<file path="src/rtl/lxc_pkg.sv">
package lxc_pkg;

  typedef enum logic [2:0] {
    SEL_NONE,
    SEL_IMASK,
    SEL_EMASK,
    SEL_RISE,
    SEL_FALL,
    SEL_PEND
  } reg_sel_e;

  localparam logic [7:0] OFS_IMASK = 8'h20;
  localparam logic [7:0] OFS_EMASK = 8'h24;
  localparam logic [7:0] OFS_RISE  = 8'h28;
  localparam logic [7:0] OFS_FALL  = 8'h2C;
  localparam logic [7:0] OFS_PEND  = 8'h30;

  function automatic reg_sel_e decode_ofs(input logic [7:0] ofs);
    case (ofs)
      OFS_IMASK: return SEL_IMASK;
      OFS_EMASK: return SEL_EMASK;
      OFS_RISE:  return SEL_RISE;
      OFS_FALL:  return SEL_FALL;
      OFS_PEND:  return SEL_PEND;
      default:   return SEL_NONE;
    endcase
  endfunction

endpackage

</file>
<file path="src/rtl/lxc_sync.sv">
module lxc_sync #(
  parameter int unsigned NUM_LINES = 8,
  parameter int unsigned STAGES    = 2
) (
  input  logic                 clk,
  input  logic                 rst,
  input  logic [NUM_LINES-1:0] din,
  output logic [NUM_LINES-1:0] dout
);

  for (genvar i = 0; i < NUM_LINES; i++) begin : g_line
    logic [STAGES-1:0] chain;
    always_ff @(posedge clk) begin
      if (rst) chain <= '0;
      else     chain <= {chain[STAGES-2:0], din[i]};
    end
    assign dout[i] = chain[STAGES-1];
  end

endmodule

</file>
<file path="src/rtl/lxc_edge.sv">
module lxc_edge #(
  parameter int unsigned NUM_LINES = 8
) (
  input  logic                 clk,
  input  logic                 rst,
  input  logic [NUM_LINES-1:0] cur,
  output logic [NUM_LINES-1:0] rise,
  output logic [NUM_LINES-1:0] fall
);

  logic [NUM_LINES-1:0] prev_q;

  always_ff @(posedge clk) begin
    if (rst) prev_q <= '0;
    else     prev_q <= cur;
  end

  always_comb begin
    rise = cur & ~prev_q;
    fall = ~cur & prev_q;
  end

endmodule

</file>
<file path="src/rtl/lxc_regs.sv">
module lxc_regs #(
  parameter int unsigned NUM_LINES = 8,
  parameter int unsigned ADDR_W    = 8,
  parameter int unsigned DATA_W    = 32
) (
  input  logic                 clk,
  input  logic                 rst,
  input  logic                 we,
  input  logic                 re,
  input  logic [ADDR_W-1:0]    addr,
  input  logic [DATA_W-1:0]    wdata,
  input  logic [NUM_LINES-1:0] pend,
  output logic [DATA_W-1:0]    rdata,
  output logic [NUM_LINES-1:0] imask,
  output logic [NUM_LINES-1:0] emask,
  output logic [NUM_LINES-1:0] rise_en,
  output logic [NUM_LINES-1:0] fall_en,
  output logic                 rise_wr,
  output logic [NUM_LINES-1:0] clr_bits
);

  import lxc_pkg::*;

  reg_sel_e             sel;
  logic [NUM_LINES-1:0] wbits;

  always_comb begin
    sel      = decode_ofs(8'(addr));
    wbits    = wdata[NUM_LINES-1:0];
    rise_wr  = we && (sel == SEL_RISE);
    clr_bits = (we && (sel == SEL_PEND)) ? wbits : '0;
  end

  always_ff @(posedge clk) begin
    if (rst) begin
      imask   <= '0;
      emask   <= '0;
      rise_en <= '0;
      fall_en <= '0;
    end else if (we) begin
      case (sel)
        SEL_IMASK: imask   <= wbits;
        SEL_EMASK: emask   <= wbits;
        SEL_RISE:  rise_en <= wbits;
        SEL_FALL:  fall_en <= wbits;
        default:   ;
      endcase
    end
  end

  always_ff @(posedge clk) begin
    if (rst) begin
      rdata <= '0;
    end else if (re) begin
      case (sel)
        SEL_IMASK: rdata <= DATA_W'(imask);
        SEL_EMASK: rdata <= DATA_W'(emask);
        SEL_RISE:  rdata <= DATA_W'(rise_en);
        SEL_FALL:  rdata <= DATA_W'(fall_en);
        SEL_PEND:  rdata <= DATA_W'(pend);
        default:   rdata <= '0;
      endcase
    end
  end

endmodule

</file>
<file path="src/rtl/lxc_line_ctrl.sv">
module lxc_line_ctrl #(
  parameter int unsigned NUM_LINES = 8,
  parameter int unsigned ADDR_W    = 8,
  parameter int unsigned DATA_W    = 32
) (
  input  logic                 clk,
  input  logic                 rst,
  input  logic [NUM_LINES-1:0] line_in,
  input  logic                 bus_we,
  input  logic                 bus_re,
  input  logic [ADDR_W-1:0]    bus_addr,
  input  logic [DATA_W-1:0]    bus_wdata,
  output logic [DATA_W-1:0]    bus_rdata,
  output logic [NUM_LINES-1:0] irq_out,
  output logic [NUM_LINES-1:0] evt_out
);

  logic [NUM_LINES-1:0] sync_val, rise, fall;
  logic [NUM_LINES-1:0] imask, emask, rise_en, fall_en, clr_bits;
  logic                 rise_wr;
  logic [NUM_LINES-1:0] trig, pend_q, evt_q;

  lxc_sync #(.NUM_LINES(NUM_LINES), .STAGES(2)) u_sync (
    .clk(clk), .rst(rst), .din(line_in), .dout(sync_val)
  );

  lxc_edge #(.NUM_LINES(NUM_LINES)) u_edge (
    .clk(clk), .rst(rst), .cur(sync_val), .rise(rise), .fall(fall)
  );

  lxc_regs #(.NUM_LINES(NUM_LINES), .ADDR_W(ADDR_W), .DATA_W(DATA_W)) u_regs (
    .clk(clk), .rst(rst), .we(bus_we), .re(bus_re), .addr(bus_addr),
    .wdata(bus_wdata), .pend(pend_q), .rdata(bus_rdata), .imask(imask),
    .emask(emask), .rise_en(rise_en), .fall_en(fall_en), .rise_wr(rise_wr),
    .clr_bits(clr_bits)
  );

  // A rising trigger is discarded while software rewrites the rising enables.
  always_comb begin
    trig = (rise & rise_en & ~{NUM_LINES{rise_wr}}) | (fall & fall_en);
  end

  always_ff @(posedge clk) begin
    if (rst) begin
      pend_q <= '0;
      evt_q  <= '0;
    end else begin
      pend_q <= (pend_q & ~clr_bits) | trig;
      evt_q  <= trig & emask;
    end
  end

  assign irq_out = pend_q & imask;
  assign evt_out = evt_q;

  AST_NO_SPONT_PEND: assert property (@(posedge clk) disable iff (rst)
    ((pend_q & ~$past(pend_q) & ~$past(rise | fall)) == '0));
  AST_RISE_WR_DROP: assert property (@(posedge clk) disable iff (rst)
    $past(rise_wr) |-> ((pend_q & ~$past(pend_q) & $past(rise)) == '0));
  AST_CLEAR_TAKES: assert property (@(posedge clk) disable iff (rst)
    ((pend_q & $past(clr_bits) & ~$past(rise | fall)) == '0));
  AST_SET_BEATS_CLEAR: assert property (@(posedge clk) disable iff (rst)
    (($past(rise & rise_en & ~{NUM_LINES{rise_wr}}) & ~pend_q) == '0));
  AST_EVT_FROM_EDGE: assert property (@(posedge clk) disable iff (rst)
    ((evt_out & ~$past(rise | fall)) == '0));

endmodule

</file>
<file path="config.mk">
export PLATFORM = sky130hd
export DESIGN_NAME = lxc_line_ctrl
export DESIGN_NICKNAME = d
export VERILOG_FILES = /design/src/rtl/lxc_pkg.sv /design/src/rtl/lxc_sync.sv /design/src/rtl/lxc_edge.sv /design/src/rtl/lxc_regs.sv /design/src/rtl/lxc_line_ctrl.sv
export SDC_FILE = /design/constraint.sdc
export NUM_CORES = 1
export LEC_CHECK = 0
export BUFFER_PORTS_ARGS = -buffer_cell sky130_fd_sc_hd__buf_2
export CORE_MARGIN = 5
export CORE_UTILIZATION = 26
export DETAILED_ROUTE_END_ITERATION = 10
export PLACE_DENSITY = 0.54
export RECOVER_POWER = 25
export SLEW_MARGIN = 20
export SYNTH_ARGS = -nofsm -noshare
export SYNTH_HDL_FRONTEND = slang
export SYNTH_SLANG_ARGS = --single-unit
export TNS_END_PERCENT = 100
</file>
<file path="constraint.sdc">
create_clock -name clk -period 1.8 [get_ports clk]
set_input_delay 0.45 -clock clk [delete_from_list [all_inputs] [get_ports clk]]
set_output_delay 0.45 -clock clk [all_outputs]
set_load 0.05 [all_outputs]
</file>
=== Word level (Yosys, flattened, before mapping) ===
Index checks and enable logic that the tools add are counted.

* Equal/unequal tests: 10
* Mux-type cells: 3
* Bitwise gates (word level): 14
* Reductions and logical operators: 6

{| class="wikitable"
|+ Operators with widths
! cell !! number
|-
| $and A8 B8 Y8 || 8
|-
| $eq A8 B6 Y1 const B || 5
|-
| $pmux W8 S5 || 1
|-
| $not A8 Y8 || 4
|-
| $or A8 B8 Y8 || 2
|-
| $pmux W3 S5 || 1
|-
| $mux W8 || 1
|-
| $reduce_and A2 Y1 || 4
|-
| $eq A3 B2 Y1 const B || 2
|-
| $eq A3 B3 Y1 const B || 2
|-
| $eq A3 B1 Y1 const B || 1
|-
| $logic_and A1 B1 Y1 || 2
|}

* Register bits after elaboration: 104
* Output and inout port bits: 48

=== Logic depth before layout (Yosys ltp) ===
* Depth after elaboration: 8
* Mapped depth: 6

=== Cells and area by module ===
Synthesis repeated with hierarchy kept, for this count alone.

* Cells, all modules: 370
* Area, all modules: 3771.1 µm²

{| class="wikitable"
|+ Modules (own cells, without submodules)
! module !! seq. area each (µm²) !! area each (µm²) !! cells each !! times used
|-
| lxc_regs || 800.8 || 2237.1 || 224 || 1
|-
| lxc_line_ctrl || 320.3 || 699.4 || 73 || 1
|-
| lxc_sync || 320.3 || 524.3 || 41 || 1
|-
| lxc_edge || 160.2 || 310.3 || 32 || 1
|}

=== Worst setup path before layout ===
No wires, ideal clock.

* Path type: input -> register
* Start: input bus_addr[4]
* End: register pend_q[7]
* Arrival: 1404 ps
* Setup slack: 264 ps
* Cell stages on the path: 6
* Library setup time: 132 ps
* Buffers on the path: 2
* Path through: buf_6 > nor2b_1 > nand4_4 > buf_6 > a32oi_2 > a21oi_1

* Longest elaborated chain between the ends: 8
* Elaborated cells on any way between the ends: 17

{| class="wikitable"
|+ RTL lines
! item !! RTL line !! text
|-
| start, declared || lxc_line_ctrl.sv:11 || <nowiki>input logic [ADDR_W-1:0] bus_addr,</nowiki>
|-
| $eq A8 B6 Y1 || lxc_pkg.sv:19 || <nowiki>case (ofs)</nowiki>
|-
| $pmux W3 S5 * || lxc_pkg.sv:19 ||
|-
| $eq A3 B3 Y1 / $eq A3 B2 Y1 (equally long branches) || lxc_regs.sv:31, lxc_regs.sv:30 ||
|-
| $logic_and A1 B1 Y1, on equally long branches || lxc_regs.sv:31, lxc_regs.sv:30 ||
|-
| $mux W8 / $not A8 Y8 (equally long branches) || lxc_regs.sv:31, lxc_line_ctrl.sv:40 ||
|-
| $not A8 Y8 / $and A8 B8 Y8 (equally long branches) || lxc_line_ctrl.sv:48, lxc_line_ctrl.sv:40 ||
|-
| $and A8 B8 Y8 / $or A8 B8 Y8 (equally long branches) || lxc_line_ctrl.sv:48, lxc_line_ctrl.sv:40 ||
|-
| $or A8 B8 Y8 * || lxc_line_ctrl.sv:48 || <nowiki>pend_q <= (pend_q & ~clr_bits) | trig;</nowiki>
|-
| end signal, assigned || lxc_line_ctrl.sv:48 ||
|-
| end, declared || lxc_line_ctrl.sv:21 || <nowiki>logic [NUM_LINES-1:0] trig, pend_q, evt_q;</nowiki>
|}

Mark *: on every way between the ends. The rest lies on a longest branch, timed or not.
A chain may end at the register's enable or synchronous reset.

=== Worst setup path after layout ===
* Start: register u_regs.imask[3]
* End: output irq_out[3]

* Longest elaborated chain between the ends: 1

{| class="wikitable"
|+ RTL lines
! item !! RTL line !! text
|-
| start, declared || lxc_regs.sv:14 || <nowiki>output logic [NUM_LINES-1:0] imask,</nowiki>
|-
| start signal, assigned || lxc_regs.sv:42 || <nowiki>SEL_IMASK: imask <= wbits;</nowiki>
|-
| $and A8 B8 Y8 || lxc_line_ctrl.sv:53 || <nowiki>assign irq_out = pend_q & imask;</nowiki>
|-
| end, declared || lxc_line_ctrl.sv:14 || <nowiki>output logic [NUM_LINES-1:0] irq_out,</nowiki>
|}

Every way passes these cells.

==> reports/metrics.csv <==
stage,metric,value,unit
timing,setup tns final,0,ns
critical_path,crit-path cells,and2_1 -> buf_2,
global_routing,largest net degree at the start of global routing,28,
critical_path,Crit path buffers/inverters,1,
timing,final-report hold violation count,0,
synth,Synth warnings,0,
drt,final wirelength,7.742,mm
clock_tree,Clock Pin Slew Worst Setup and Hold Paths,0.06,ns
floorplanning,chip height,124.7,um
placed_design,Placed Cells incl. Taps,585,
drt,vias per std cell,4.173,
layout,most frequent cells in the layout,"80 x dfxtp_1, 51 x nor2_1, 50 x buf_2",
critical_path,kind of cell adding the most delay to the critical path,flip-flops,
timing,fin. max-slew vios,0,
run,max cap viols,0,
critical_path,Critical Path Source Type,flop,
timing,maximum clock frequency,632.2,MHz
critical_path,worst-path maximum fanout,3,
global_routing,antenna violations before repair,0,
placed_design,routability-driven placement congestion ratio,0.7745,
layout,area added between synthesis and finish,20.90,%
synth,total standard cell area after synthesis,3418,um2
global_routing,Total GRT Usage,0.1013,
global_routing,remaining global-route overflow,0,
clock_tree,number of buffers inserted by hold repair at cts,0,
synth,Yosys reg bits,80,
layout,layout cell share with drive strength beyond 1,0.1981,
run_status,outcome,"finished, final reports clean",
clock_tree,number of cells upsized or downsized after cts,0,
floorplanning,Die X-Extent,124.7,um
layout,Filler Cell Count,1329,
clock_tree,CTS root buffer,clkbuf_16,
pwr,leakage power summed over all cells,1.933,nW
layout,total number of nets in the final design,476,
drt,DR WL met2,3.398,mm
layout,Multi-input gate area,1565,um2
floorplanning,floorplan core area,12770,um2
clock_tree,later-pin clock latency in the skew report,0.33,ns
drt,iteration count of the initial detailed-routing pass,4,
drt,Avg WL per Cell,12.88,um
timing,worst max-slew margin expressed relative to the limit,0.4794,
placed_design,number of I/O port buffers,51,
drt,met1 WL,3.799,mm
synth,"Seq/Total Area, Yosys",0.4685,
drt,top routing layer in use,met4,
clock_tree,maximum number of buffers from clock root to sink,2,
timing,Final Skew,0.004110,ns
critical_path,"Largest stage delay, worst path",0.35,ns
placed_design,detailed-placement wirelength estimate,5.578,mm
timing,Final setup violation count,0,
clock_tree,number of buffers inserted during clock tree synthesis,9,
clock_tree,number of sinks driven by the clock tree,80,
placed_design,Post-Place Cell Area,3862,um2
synth,number of standard cells after synthesis,364,
floorplanning,Starting Density,0.2676,
clock_tree,H-tree lvl count,3,
timing,period utilization,0.8788,
critical_path,kind of end point of the critical path,output port,
global_routing,via count of the first global-routing pass,2402,
critical_path,worst path required time,1.35,ns
drt,DRC violation count after routing,0,
synth,syn_area_per_cell,9.391,um2
timing,minimum clock period,1.582,ns
layout,count of inserted antenna diode cells,0,
clock_tree,clock tree from TritonCTS,done,
hold_path,type of the most critical hold path,input pin to flop,
floorplanning,Die Area,15540,um2
global_routing,first-pass GRT wire length,12.61,mm
synth,Synth cell types,25,
pwr,peak supply drop,372.3,uV
timing,setup repair after global routing missed its margin,no,
layout,Finished Cell Area,4133,um2
layout,area of all sequential standard cells,1602,um2
pwr,Pwr Density,947.5,nW/um2
floorplanning,total I/O pin count,100,
timing,worst slew pin tran,0.7810,ns
critical_path,Crit Path Class,flop to output port,
critical_path,Crit-path slowest cell,dfxtp_1,
clock_tree,post-CTS setup buffers,0,
layout,count of non-filler cells in the finished layout,601,
drt,remaining antenna violation count after routing,0,
drt,Detail Route met3 WL,454,um
drt,drt initial violations,157,
floorplanning,number of rows in the core area,41,
layout,"leading cell type in the layout, fill and taps excluded",dfxtp_1,
drt,vias,2508,
critical_path,arrival time of data at the critical path endpoint,1.13,ns
==> final cells by class <==
type	instances	area share
sequential	80	0.3875
multi-input combinational	250	0.3787
timing repair buffer	68	0.09537
clock buffer	13	0.06297
tap	172	0.05207
inverter	15	0.01362
clock inverter	3	0.009688
==> Yosys cell counts, drive strengths merged <==
cell    number  area, um2
a21oi        9      48.80
a32oi        7      68.82
and2         9      56.30
buf         31      236.5
clkbuf      11      41.29
conb         1      3.750
dfxtp       80       1602
inv         15      56.30
mux2i       48      480.5
nand2       17      63.81
nand3b       8      60.06
nand4        5      67.56
nand4b       1      8.760
nor2        51      191.4
nor2b       20      125.1
nor3b        9      78.83
nor4b        1      23.77
o21ai       41      205.2
==> metrics by stage <==
step | total power (W) | hold slack, ns | util | setup slack, ns
3_3_place_gp | 0.002133 | 0.4235 | 0.3024 | 0.08655
5_1_grt | 0.004075 | 0.3261 | 0.3235 | 0.1468
3_5_place_dp | 0.002135 | 0.4245 | 0.3024 | 0.07872
4_1_cts | 0.003974 | 0.3126 | 0.3259 | 0.2090
6_report | 0.003916 | 0.3287 | 0.3235 | 0.2182
2_1_floorplan | 0.002094 | 0.4138 | - | 0.2635
==> final timing paths <==
| check | to | cells past startpoint | startpoint | slack [ns] |
|---|---|---|---|---|
| hold / removal | u_sync.g_line[7].chain[0] | 2 | line_in[7] | 0.33 |
| setup / recovery | irq_out[3] | 2 | u_regs.imask[3] | 0.22 |
| setup reg to reg | evt_out[0] | 4 | u_regs.rise_en[0] | 0.82 |
| hold reg to reg | u_sync.g_line[5].chain[1] | 1 | u_sync.g_line[5].chain[0] | 0.43 |
==> state kept, by name, indices dropped and copies added, names as in the netlist <==
register             flops
u_regs.rise_en           8
u_regs.emask             8
evt_out                  8
u_sync.g_line.chain     16
u_regs.fall_en           8
pend_q                   8
u_edge.prev_q            8
u_regs.rdata             8
u_regs.imask             8
==> worst register-to-register path, stage by stage (launching register included) <==
cell and delay, ns:
dfxtp_1 0.37, nand2_1 0.06, nor2_1 0.08, a32oi_1 0.08, nor3b_1 0.29
==> power breakdown <==
part / internal (W) / switching, W / total, W
combinational: 0.0000737 / 0.000217 / 0.000291
sequential: 0.00179 / 0.00000803 / 0.00180
clock: 0.00115 / 0.000678 / 0.00182
total: 0.00301 / 0.000903 / 0.00392
==> per-layer routing <==
metal  GRT usage  vias up
met5           0        -
met4     0.03482        0
met3     0.03302        7
met2      0.1530       72
met1      0.1356     1135
li1            -     1294
==> logic make-up after synthesis <==
| family | after synthesis | share of synthesized area |
|---|---|---|
| AO/OA/AOI/OAI | 57 | 0.09444 |
| buffers and inverters | 57 | 0.09773 |
| flip-flops | 80 | 0.4685 |
| multiplexers | 48 | 0.1406 |
| other | 1 | 0.001097 |
| AND/OR/NAND/NOR | 121 | 0.1977 |
Note: power is estimated with default switching activity, not from simulation.
